File: config.mk
export PLATFORM = sky130hd
export DESIGN_NAME = rls_stack_seq
export DESIGN_NICKNAME = d
export VERILOG_FILES = /design/src/rtl/rls_pkg.sv /design/src/rtl/rls_pick.sv /design/src/rtl/rls_ctrl.sv /design/src/rtl/rls_dpath.sv /design/src/rtl/rls_stack_seq.sv
export SDC_FILE = /design/constraint.sdc
export NUM_CORES = 1
export LEC_CHECK = 0
export BUFFER_PORTS_ARGS = -buffer_cell sky130_fd_sc_hd__buf_4
export CORE_MARGIN = 3
export CORE_UTILIZATION = 51
export DETAILED_ROUTE_END_ITERATION = 7
export GPL_TIMING_DRIVEN = 0
export PLACE_DENSITY_LB_ADDON = 0.08
export SYNTH_ARGS = -nofsm -noshare
export SYNTH_HDL_FRONTEND = slang
export SYNTH_HIERARCHICAL = 1
export SYNTH_SLANG_ARGS = --single-unit
export TNS_END_PERCENT = 1
File: constraint.sdc
create_clock -name clk -period 3.28 [get_ports clk]
set_input_delay 0.328 -clock clk [delete_from_list [all_inputs] [get_ports clk]]
set_output_delay 0.328 -clock clk [all_outputs]
set_load 0.02 [all_outputs]
File: src/rtl/rls_pkg.sv
// Shared types for the register-list stack sequencer.
package rls_pkg;
    // Control states: idle, stepping through the mask, one-cycle completion.
    typedef enum logic [1:0] {
        ST_IDLE = 2'd0,
        ST_RUN  = 2'd1,
        ST_DONE = 2'd2
    } rls_state_e;
endpackage

File: src/rtl/rls_pick.sv
// Picks one set bit of a mask, either the lowest or the highest.
// Returns it as a one-hot vector and as a binary index.
// Assumes W is a power of two. With an empty mask the outputs are zero.
module rls_pick #(
    parameter int W  = 8,
    localparam int IW = $clog2(W)
) (
    input  logic [W-1:0]  mask,
    input  logic          from_top,
    output logic [W-1:0]  onehot,
    output logic [IW-1:0] idx
);
    logic [W-1:0] rev_in;
    logic [W-1:0] search;
    logic [W-1:0] low1;
    logic [W-1:0] rev_out;

    // Mirror the mask so that "highest set" becomes "lowest set".
    for (genvar g = 0; g < W; g++) begin : g_rev_in
        assign rev_in[g] = mask[W-1-g];
    end

    assign search = from_top ? rev_in : mask;
    assign low1   = search & (~search + W'(1));

    // Mirror the isolated bit back into its real position.
    for (genvar g = 0; g < W; g++) begin : g_rev_out
        assign rev_out[g] = low1[W-1-g];
    end

    assign onehot = from_top ? rev_out : low1;

    // Binary encoding of the one-hot pick.
    always_comb begin
        idx = '0;
        for (int i = 0; i < W; i++) begin
            if (onehot[i]) idx = IW'(i);
        end
    end
endmodule

File: src/rtl/rls_ctrl.sv
// Sequencer control. Accepts a start only when idle, steps once per
// cycle while register bits remain, then gives a single done cycle.
// Assumes the datapath reports whether the mask being loaded is non-empty
// and whether any bit remains after the current step.
module rls_ctrl
    import rls_pkg::*;
(
    input  logic clk,
    input  logic rst_n,
    input  logic start,
    input  logic load_any,
    input  logic rest_any,
    output logic load,
    output logic step,
    output logic done
);
    rls_state_e state_q, state_d;

    // Next-state and strobe decode.
    always_comb begin
        state_d = state_q;
        load    = 1'b0;
        step    = 1'b0;
        done    = 1'b0;
        case (state_q)
            ST_IDLE: begin
                if (start) begin
                    load    = 1'b1;
                    state_d = load_any ? ST_RUN : ST_DONE;
                end
            end
            ST_RUN: begin
                step = 1'b1;
                if (!rest_any) state_d = ST_DONE;
            end
            ST_DONE: begin
                done    = 1'b1;
                state_d = ST_IDLE;
            end
            default: state_d = ST_IDLE;
        endcase
    end

    // State register with synchronous active-low reset.
    always_ff @(posedge clk) begin
        if (!rst_n) state_q <= ST_IDLE;
        else        state_q <= state_d;
    end
endmodule

File: src/rtl/rls_dpath.sv
// Sequencer datapath. Holds the latched operation, the pending mask and
// the running stack pointer. Forms the memory and register-file requests
// for the current step.
// Assumes that load and step are never high in the same cycle.
module rls_dpath #(
    parameter int MASK_W = 8,
    parameter int DATA_W = 16,
    parameter int ADDR_W = 16,
    parameter int BYTE_W = 8,
    localparam int IW     = $clog2(MASK_W),
    localparam int RF_AW  = IW + 1,
    localparam int SLOT_B = DATA_W / 8
) (
    input  logic              clk,
    input  logic              rst_n,
    input  logic              load,
    input  logic              step,
    input  logic              dir_push,
    input  logic              word_mode,
    input  logic              bank_hi,
    input  logic [MASK_W-1:0] reg_mask,
    input  logic [ADDR_W-1:0] sp_in,
    input  logic [DATA_W-1:0] mem_rdata,
    input  logic [DATA_W-1:0] rf_rdata,
    output logic              load_any,
    output logic              rest_any,
    output logic              mem_en,
    output logic              mem_we,
    output logic [ADDR_W-1:0] mem_addr,
    output logic [DATA_W-1:0] mem_wdata,
    output logic [RF_AW-1:0]  rf_addr,
    output logic              rf_we,
    output logic              rf_byte,
    output logic [DATA_W-1:0] rf_wdata,
    output logic [ADDR_W-1:0] sp_out
);
    localparam logic [ADDR_W-1:0] SLOT = ADDR_W'(SLOT_B);

    logic [MASK_W-1:0] pend_q;
    logic [ADDR_W-1:0] sp_q;
    logic              push_q, word_q, bank_q;
    logic [MASK_W-1:0] pick_oh;
    logic [IW-1:0]     pick_idx;
    logic [ADDR_W-1:0] sp_dec, sp_inc;

    rls_pick #(.W(MASK_W)) pick_i (
        .mask     (pend_q),
        .from_top (push_q),
        .onehot   (pick_oh),
        .idx      (pick_idx)
    );

    assign load_any = |reg_mask;
    assign rest_any = |(pend_q & ~pick_oh);
    assign sp_dec   = sp_q - SLOT;
    assign sp_inc   = sp_q + SLOT;

    // Operation latch, pending-mask retirement and pointer stepping.
    always_ff @(posedge clk) begin
        if (!rst_n) begin
            pend_q <= '0;
            sp_q   <= '0;
            push_q <= 1'b0;
            word_q <= 1'b0;
            bank_q <= 1'b0;
        end else if (load) begin
            pend_q <= reg_mask;
            sp_q   <= sp_in;
            push_q <= dir_push;
            word_q <= word_mode;
            bank_q <= bank_hi;
        end else if (step) begin
            pend_q <= pend_q & ~pick_oh;
            sp_q   <= push_q ? sp_dec : sp_inc;
        end
    end

    // Request formation for the current step.
    always_comb begin
        mem_en    = step;
        mem_we    = step & push_q;
        rf_we     = step & ~push_q;
        rf_byte   = step & ~word_q;
        mem_addr  = push_q ? sp_dec : sp_q;
        rf_addr   = {bank_q, pick_idx};
        mem_wdata = word_q ? rf_rdata
                           : {{(DATA_W-BYTE_W){1'b0}}, rf_rdata[BYTE_W-1:0]};
        rf_wdata  = word_q ? mem_rdata
                           : {{(DATA_W-BYTE_W){1'b0}}, mem_rdata[BYTE_W-1:0]};
    end

    assign sp_out = sp_q;
endmodule

File: src/rtl/rls_stack_seq.sv
// Register-list stack push/pop sequencer, top level.
// Moves the registers chosen by a mask to or from a stack, one per cycle.
// A push takes the highest bit first and pre-decrements the pointer.
// A pop takes the lowest bit first and post-increments it.
// Assumes memory and register-file reads respond in the same cycle.
module rls_stack_seq #(
    parameter int MASK_W = 8,
    parameter int DATA_W = 16,
    parameter int ADDR_W = 16,
    parameter int BYTE_W = 8,
    localparam int RF_AW = $clog2(MASK_W) + 1
) (
    input  logic              clk,
    input  logic              rst_n,
    input  logic              start,
    input  logic              dir_push,
    input  logic              word_mode,
    input  logic              bank_hi,
    input  logic [MASK_W-1:0] reg_mask,
    input  logic [ADDR_W-1:0] sp_in,
    output logic              mem_en,
    output logic              mem_we,
    output logic [ADDR_W-1:0] mem_addr,
    output logic [DATA_W-1:0] mem_wdata,
    input  logic [DATA_W-1:0] mem_rdata,
    output logic [RF_AW-1:0]  rf_addr,
    output logic              rf_we,
    output logic              rf_byte,
    output logic [DATA_W-1:0] rf_wdata,
    input  logic [DATA_W-1:0] rf_rdata,
    output logic              done,
    output logic [ADDR_W-1:0] sp_out
);
    logic load, step, load_any, rest_any;

    rls_ctrl ctrl_i (
        .clk      (clk),
        .rst_n    (rst_n),
        .start    (start),
        .load_any (load_any),
        .rest_any (rest_any),
        .load     (load),
        .step     (step),
        .done     (done)
    );

    rls_dpath #(
        .MASK_W (MASK_W),
        .DATA_W (DATA_W),
        .ADDR_W (ADDR_W),
        .BYTE_W (BYTE_W)
    ) dpath_i (
        .clk       (clk),
        .rst_n     (rst_n),
        .load      (load),
        .step      (step),
        .dir_push  (dir_push),
        .word_mode (word_mode),
        .bank_hi   (bank_hi),
        .reg_mask  (reg_mask),
        .sp_in     (sp_in),
        .mem_rdata (mem_rdata),
        .rf_rdata  (rf_rdata),
        .load_any  (load_any),
        .rest_any  (rest_any),
        .mem_en    (mem_en),
        .mem_we    (mem_we),
        .mem_addr  (mem_addr),
        .mem_wdata (mem_wdata),
        .rf_addr   (rf_addr),
        .rf_we     (rf_we),
        .rf_byte   (rf_byte),
        .rf_wdata  (rf_wdata),
        .sp_out    (sp_out)
    );
endmodule

Word level (Yosys, flattened, before mapping)
Cells that the tools add are included.
Word-level totals
  register bits after elaboration: 29
  input bits: 62
  word-level logic and storage cells: 52
Cells by class
  $add $sub $neg: 3
  equality and inequality tests: 4
  mux-type cells: 25
  bitwise operators: 9
  reduce and logical (&&, ||, !) cells: 5
Operators by type and width (count)
  $mux W16: 6
  $mux W8: 4
  $mux W3: 6
  $add A16 B2 Y16 const B: 1
  $and A8 B8 Y8: 2
  $not A8 Y8: 2
  $reduce_or A8 Y1: 2
  $sub A16 B2 Y16 const B: 1
  $add A8 B1 Y8 const B: 1
  $mux W2: 3
  $mux W1: 5
  $ne A2 B2 Y1 const B: 2
  $pmux W2 S2: 1
  $and A1 B1 Y1: 3
  $eq A2 B1 Y1 const B: 1
  $eq A2 B2 Y1 const B: 1
  $logic_not A2 Y1: 1
  $not A1 Y1: 2
  $reduce_and A2 Y1: 1
  $reduce_bool A2 Y1: 1

Depth between registers and ports, before layout
Gate-level depths: netlist of run 1.
  depth after elaboration: 12
  depth in mapped cells: 9
  mapped depth without buffers: 8

Cells and area by module
Netlist of run 1, hierarchy kept.
Modules (own cells, without submodules)
  rls_dpath: times used 1, cells each 308, area an instance 2346.0 sq um
  rls_pick: times used 1, cells each 45, area an instance 280.3 sq um
  rls_ctrl: times used 1, cells each 12, area an instance 105.1 sq um

Worst setup path after synthesis of run 1
OpenSTA, ideal clock, no wires.
  path type: flip-flop to output port
  start: register dpath_i.sp_q[2], in the netlist dpath_i/sp_out[2]
  end: output port mem_addr[7]
  arrival: 1.719 ns
  required time: 2.952 ns
  path slack: 1.233 ns
  cell stages (with the launch flop): 7
  cell sequence: dfxtp_1 -> buf_2 -> inv_1 -> ha_1 -> nand4bb_1 -> or3_1 -> xnor2_1
On the way
  longest elaborated chain between the ends: 2
RTL lines
  from (decl): RTL line rls_dpath.sv:40  | logic [ADDR_W-1:0] sp_q;
  from (signal assigned): RTL line rls_dpath.sv:68  | sp_q <= sp_in;
  from (signal assigned): RTL line rls_dpath.sv:74  | sp_q <= push_q ? sp_dec : sp_inc;
  $sub A16 B2 Y16: RTL line rls_dpath.sv:55  | assign sp_dec = sp_q - SLOT;
  $mux W16: RTL line rls_dpath.sv:84  | mem_addr = push_q ? sp_dec : sp_q;
  to (decl): RTL line rls_stack_seq.sv:23  | output logic [ADDR_W-1:0] mem_addr,
Every way passes these cells.

Worst setup path after layout of run 1
Ends and elaborated chain as after synthesis.

==> impl_metrics.py, run 1 <==
metrics = {
    "sta": {
        "fin_crit_ns": 2.42,
        "timing.final.crit_share_pct": 73.7,
        "finalSetupViolCount": 0,
        "slew_violations": 0,
        "slew_headroom_pct": 61.3,
        "worst_pin_slew_ns": 0.581,
        "finClkSkew_ns": 0.00476,
        "holdWs_ns": 0.302,
        "rsz0062_at_grt": "no",
        "hold_viol": 0,
        "fin_tns_setup_ns": 0,
        "max_freq_mhz": 414,
    },
    "critical_path": {
        "worstRegToRegCells": 8,
        "max_stage_delay_ns": 0.42,
        "cpMaxStageDelayCell": "or3_1",
        "path_max_fanout": 9,
        "endpoint_kind": "output pin",
        "r2r_slack_ns": 0.88,
        "cp.required_ns": 2.95,
        "cp_cell_sequence": "buf_2, inv_1, ha_1, nand4bb_1, or3_1, xnor2_1, buf_4",
        "r2r_end": "ctrl_i/state_q[1]$_SDFFE_PN0P_",
        "critPathArrivalTime_ns": 2.09,
        "critPathTopFamily": "simple AND/OR/NAND/NOR gates",
        "r2r_start": "dpath_i/push_q$_SDFFE_PN0P_",
        "worst_setup_path_start_kind": "flip-flop",
        "criticalPathCategory": "flip-flop to output pin",
        "cp_num_buf_inv": 3,
    },
    "final_layout": {
        "final_cell_mix": "buf_4, nand2_1, and2_1",
        "nNetsFinal": 554,
        "n_antenna_cell": 0,
        "drive_gt1_share_pct": 35.4,
        "mostFrequentLayoutCell": "buf_4",
        "syn_to_final_growth_pct": 39.3,
    },
    "synth": {
        "async_flop_share_pct": 0,
        "syn_area_sq_um": 2730,
        "synth_area_leaders": "dfxtp_1, and2_1, nand2_1",
        "synth_top_flop_cell": "dfxtp_1",
        "yosysTopAreaCell": "dfxtp_1",
        "yosys.area.top_type_share_pct": 21.3,
        "synth_cell_types": 56,
        "seq_area_frac_synth_pct": 21.3,
        "postSynthAreaPerCell_sq_um": 7.48,
        "synth_edf_count": 0,
        "ys_ff_latch": 29,
        "syn_nets": 429,
        "syn_inst": 365,
        "ys_warn_count": 6,
    },
    "clock_tree": {
        "cts_resized": 0,
        "cts_root_buffer": "clkbuf_8",
        "clkSinkCount": 29,
        "postCtsSetupRepairBufs": 0,
        "cts_tree": "built",
        "clk_path_buf_depth": 2,
        "clkLatencyLatePin_ns": 0.28,
        "hold_buffers": 0,
        "clkSlewWorstSetupHoldPaths_ns": 0.06,
        "h-tree-depth": 2,
        "cts_made_buffers": 5,
    },
    "global_routing": {
        "grt_max_degree": 11,
        "antenna_found_initial": 0,
        "grt_pass1_vias": 2805,
        "grtUsageTotal_pct": 25.9,
        "grt-ovfl-total": 0,
        "grt_pass1_wl_um": 13100,
    },
    "die": {
        "io_pins": 135,
        "start_util_pct": 53.1,
        "die_height_um": 79.2,
        "num_rows": 26,
        "die_x_um": 79.2,
        "core_sq_um": 5140,
        "dieArea_sq_um": 6270,
    },
    "detailed_routing": {
        "route.detailed.drc": 0,
        "vias": 3034,
        "via_per_inst": 5.41,
        "drtIter0Drc": 169,
        "antenna_left": 0,
        "firstDrtPassIters": 5,
        "routed_wl_um": 8360,
        "wl_per_cell_um": 14.9,
    },
    "pwr": {
        "peakVddDrop_mv": 0.275,
        "pwr_density_cell_nw_per_um2": 381,
        "p_leak_nw": 1.73,
    },
    "placement": {
        "io_buffers": 118,
        "dp_hpwl_um": 6510,
        "place_congestion": 0.939,
    },
    "worst_hold_path": {
        "hold_path_depth": 3,
        "hp-start": "sp_in[10]",
        "whs_endpoint": "dpath_i/sp_out[10]$_SDFFE_PN0N_",
        "hp-class": "input port to flip-flop",
    },
    "status": {
        "outcome": "completed",
    },
    "job": {
        "cap_violations": 0,
    },
}
[area by class of cell]
class / instances / area [sq um]
Timing Repair Buffer: 118 / 886
Multi-Input combinational cell: 273 / 1720
Clock buffer: 7 / 96.3
Sequential cell: 29 / 581
Inverter: 16 / 60.1
Clock inverter: 1 / 5.00
Buffer: 47 / 370
Tap cell: 70 / 87.6
Fill cell: 447 / 1330
[cell usage after synthesis, drive strengths merged (2+ instances only)]
master and count:
and4b 3, or2b 2, dfxtp 29, o21a 2, and3 3, nor2b 10
nor3b 3, nor3 9, a31oi 6, nand2b 5, o21ai 30, nand4b 2
mux2i 5, nand3 8, nor2 18, clkbuf 15, nand2 44, o22ai 5
nand4 5, o21bai 2, xnor2 14, and2 31, inv 16, nor4 12
or3 2, or4b 2, buf 31, xor2 12, a21oi 17, ha 2
a211oi 3, nor4b 2
[cell families after synthesis]
group	Yosys count	share of synthesized area [%]
adder cells (fa/ha/maj)	2	0.916
flip-flops	29	21.3
buffers and inverters	63	15.8
multiplexers	5	1.83
XOR/XNOR	26	8.34
AO/OA/AOI/OAI	70	14.7
AND/OR/NAND/NOR	170	37.2
[tightest hold or removal path, stage by stage]
cell,delay [ns]
buf_4,0.08
nand3_1,0.06
nand3_1,0.08
[power breakdown]
| part | internal [W] | switching [W] | total (W) |
|---|---|---|---|
| clock network | 0.000190 | 0.000143 | 0.000333 |
| registers | 0.000385 | 0.0000453 | 0.000430 |
| logic | 0.000318 | 0.000370 | 0.000688 |
[flip-flops by register name (all words and copies together), names as in the netlist]
signal and count:
dpath_i/push_q 1, dpath_i/bank_q 1, dpath_i/word_q 1, dpath_i/sp_out 16, dpath_i/pend_q 8, ctrl_i/state_q 2
[per-stage QoR]
step	cell area, sq um	setup slack, ns	utilization (%)	power [W]	instances
floorplan	2730	1.23	-	0.000869	365
global placement	3700	0.982	72.1	0.00111	553
detailed placement	3700	0.966	72.1	0.00112	553
CTS	3810	0.858	74.1	0.00145	561
global route	3810	0.729	74.1	0.00153	561
finish	3810	0.862	74.1	0.00145	561
[layer usage]
| layer | part of all wire [%] | global-route usage [%] |
|---|---|---|
| met5 | 0 | 0 |
| met2 | 51 | 47.2 |
| met3 | 7.2 | 4.76 |
| met1 | 40 | 31.3 |
| met4 | 1.6 | 6.19 |
[worst max-delay path by stage]
stage / startpoint / endpoint / slack, ns / cells after the start
finish: dpath_i/sp_out[2]$_SDFFE_PN0N_ / mem_addr[7] / 0.86 / 7
global route: dpath_i/push_q$_SDFFE_PN0P_ / ctrl_i/state_q[1]$_SDFFE_PN0P_ / 0.73 / 9
CTS: dpath_i/sp_out[2]$_SDFFE_PN0N_ / mem_addr[7] / 0.86 / 7
detailed placement: dpath_i/push_q$_SDFFE_PN0P_ / ctrl_i/state_q[1]$_SDFFE_PN0P_ / 0.97 / 8
global placement: dpath_i/push_q$_SDFFE_PN0P_ / ctrl_i/state_q[1]$_SDFFE_PN0P_ / 0.98 / 8
floorplan: dpath_i/sp_out[2]$_SDFFE_PN0N_ / mem_addr[7] / 1.23 / 6
(Power assumes the default switching activity.)
==> run 2: changes to the inputs <==
--- a/config.mk
+++ b/config.mk
@@ -7,7 +7,7 @@
 export LEC_CHECK = 0
 export BUFFER_PORTS_ARGS = -buffer_cell sky130_fd_sc_hd__buf_4
 export CORE_MARGIN = 3
-export CORE_UTILIZATION = 51
+export CORE_UTILIZATION = 42
 export DETAILED_ROUTE_END_ITERATION = 7
 export GPL_TIMING_DRIVEN = 0
 export PLACE_DENSITY_LB_ADDON = 0.08
==> constraint.sdc (replaced) <==
create_clock -name clk -period 2.2 [get_ports clk]
set_input_delay 0.22 -clock clk [delete_from_list [all_inputs] [get_ports clk]]
set_output_delay 0.22 -clock clk [all_outputs]
set_load 0.02 [all_outputs]
==> run 2 against run 1 <==
  * The flow now finishes with violations (negative setup slack)
  * Final cell count increased by 1.6%
  * Die area grew 20%
  * Final area rose by 3.2%
  * First-iteration DRC count is 8.9% lower
  * Non-clock buffer count is 5 higher
  * Clock power rose by 66%
==> impl_metrics.py, run 2 (synthesis results as in run 1) <==
metrics = {
    "critical_path": {
        "worst_setup_path_start_kind": "flip-flop",
        "cpMaxStageDelayCell": "or4_4",
        "cp.required_ns": 2.43,
        "critPathArrivalTime_ns": 2.49,
        "criticalPathCategory": "flip-flop to flip-flop",
        "critPathTopFamily": "simple AND/OR/NAND/NOR gates",
        "max_stage_delay_ns": 0.49,
        "endpoint_kind": "flip-flop",
        "cp_cell_sequence": "buf_6, nor4b_4, buf_4, a31oi_1, nor2b_2, o22ai_1, or4_4, or2b_1, a21oi_1",
        "path_max_fanout": 8,
        "cp_num_buf_inv": 2,
    },
    "final_layout": {
        "syn_to_final_growth_pct": 43.8,
        "drive_gt1_share_pct": 39.8,
        "nNetsFinal": 559,
        "fill_cells": 568,
        "post-route-util_pct": 64.4,
        "mostFrequentLayoutCell": "buf_4",
        "largest_reg_flops": 16,
        "final_cell_mix": "buf_4, nand2_1, and2_1",
        "final_cells": 570,
        "n_antenna_cell": 0,
    },
    "sta": {
        "rsz0062_at_grt": "yes",
        "max_freq_mhz": 442,
        "slew_violations": 0,
        "finClkSkew_ns": 0.0105,
        "fin_crit_ns": 2.26,
        "worst_pin_slew_ns": 0.528,
        "hold_viol": 0,
        "slew_headroom_pct": 64.8,
        "setup_slack_ns": -0.0629,
        "fin_tns_setup_ns": -0.0684,
        "timing.final.crit_share_pct": 103,
        "finalSetupViolCount": 2,
        "holdWs_ns": 0.176,
    },
    "global_routing": {
        "antenna_found_initial": 0,
        "grt_pass1_wl_um": 13800,
        "grt_pass1_vias": 2840,
        "grtUsageTotal_pct": 23.1,
        "grt-ovfl-total": 0,
        "grt_max_degree": 11,
    },
    "die": {
        "die_height_um": 86.6,
        "io_pins": 135,
        "core_sq_um": 6100,
        "die_x_um": 86.6,
        "num_rows": 28,
        "start_util_pct": 44.8,
        "dieArea_sq_um": 7510,
    },
    "clock_tree": {
        "cts_tree": "built",
        "clk_path_buf_depth": 2,
        "hold_buffers": 0,
        "h-tree-depth": 2,
        "cts_root_buffer": "clkbuf_8",
        "clkLatencyLatePin_ns": 0.29,
        "cts_made_buffers": 5,
        "clkSlewWorstSetupHoldPaths_ns": 0.07,
        "clkSinkCount": 29,
    },
    "job": {
        "cap_violations": 0,
    },
    "pwr": {
        "p_leak_nw": 1.79,
        "pwr-share-seq_pct": 28.3,
        "comb_power_share_pct": 47.3,
        "netSwitchingFraction_pct": 37.8,
        "internal_power_w": 0.00141,
        "pwr_density_cell_nw_per_um2": 578,
        "peakVddDrop_mv": 0.355,
        "clockPowerShare_pct": 24.4,
        "power_switching_w": 0.000859,
    },
    "placement": {
        "place_congestion": 0.981,
        "dp_cells": 558,
        "io_buffers": 118,
        "dp_hpwl_um": 6800,
    },
    "detailed_routing": {
        "antenna_left": 0,
        "via_per_inst": 5.29,
        "vias": 3013,
        "routed_wl_um": 8880,
        "firstDrtPassIters": 4,
        "wl_per_cell_um": 15.6,
        "drtIter0Drc": 154,
        "route.detailed.drc": 0,
    },
    "status": {
        "outcome": "complete, but fails checks",
        "violations": "negative setup slack",
    },
    "worst_hold_path": {
        "hp-class": "input port to flip-flop",
    },
}
==> run 2: cell count changes in the layout (fill, tap and decap cells not counted), sizes merged <==
cell    previous run  this run
buf              149       152
bufinv             0         1
==> run 2: final timing paths <==
path	from	cells past startpoint	end	slack, ns
worst min-delay path	sp_in[10]	3	dpath_i/sp_out[10]$_SDFFE_PN0N_	0.18
worst max register to register	dpath_i/push_q$_SDFFE_PN0P_	9	ctrl_i/state_q[1]$_SDFFE_PN0P_	-0.06
worst min register to register	ctrl_i/state_q[0]$_SDFFE_PN0P_	2	ctrl_i/state_q[0]$_SDFFE_PN0P_	0.53
worst max-delay path	dpath_i/push_q$_SDFFE_PN0P_	9	ctrl_i/state_q[1]$_SDFFE_PN0P_	-0.06
==> run 2: stage by stage <==
| stage | instance area, sq um | total power [W] | setup WS (ns) |
|---|---|---|---|
| 3_5_place_dp | 3710 | 0.00168 | -0.0775 |
| 5_1_grt | 3930 | 0.00239 | -0.185 |
| 2_1_floorplan | 2730 | 0.00130 | 0.154 |
| 6_report | 3930 | 0.00227 | -0.0629 |
| 3_3_place_gp | 3710 | 0.00166 | -0.0644 |
| 4_1_cts | 3860 | 0.00225 | -0.000943 |
==> run 2: layout make-up <==
| class | count | area [sq um] | share of cell area (%) |
|---|---|---|---|
| Buffer | 47 | 380 | 9.68 |
| Inverter | 16 | 60.1 | 1.53 |
| Clock inverter | 2 | 35.0 | 0.892 |
| Multi-Input combinational cell | 273 | 1780 | 45.4 |
| Timing Repair Buffer | 123 | 923 | 23.5 |
| Sequential cell | 29 | 583 | 14.8 |
| Clock buffer | 5 | 68.8 | 1.75 |
| Tap cell | 75 | 93.8 | 2.39 |
==> run 2: worst register-to-register path, delay by kind of cell (launching register included) <==
kind | cells | cell delay, ns
compound gates | 3 | 0.31
simple gates | 4 | 1.22
flops | 1 | 0.36
buf+inv | 2 | 0.32
==> run 2: layer usage <==
| layer | up-vias | wire length, um | track usage [%] | share of wire, % |
|---|---|---|---|---|
| met3 | 14 | 836 | 5.23 | 9.4 |
| met2 | 148 | 4190 | 37.8 | 47 |
| met5 | - | 0 | 0 | 0 |
| met4 | 0 | 152 | 8.64 | 1.7 |
| met1 | 1360 | 3700 | 29.6 | 42 |
| li1 | 1491 | - | - | - |
==> run 2: timing repair <==
action	4_1_cts	5_1_grt
resized for setup	8	16
setup endpoints to repair	9	26
pin swaps	4	9
setup buffers	2	3
==> run 2: power groups by stage <==
stage | Clock (W) | Sequential [W] | Combinational, W
6_report | 0.000554 | 0.000644 | 0.00107
2_1_floorplan | 0 | 0.000673 | 0.000622
5_1_grt | 0.000583 | 0.000652 | 0.00116
4_1_cts | 0.000562 | 0.000642 | 0.00105
3_5_place_dp | 0 | 0.000652 | 0.00102
3_3_place_gp | 0 | 0.000651 | 0.00101
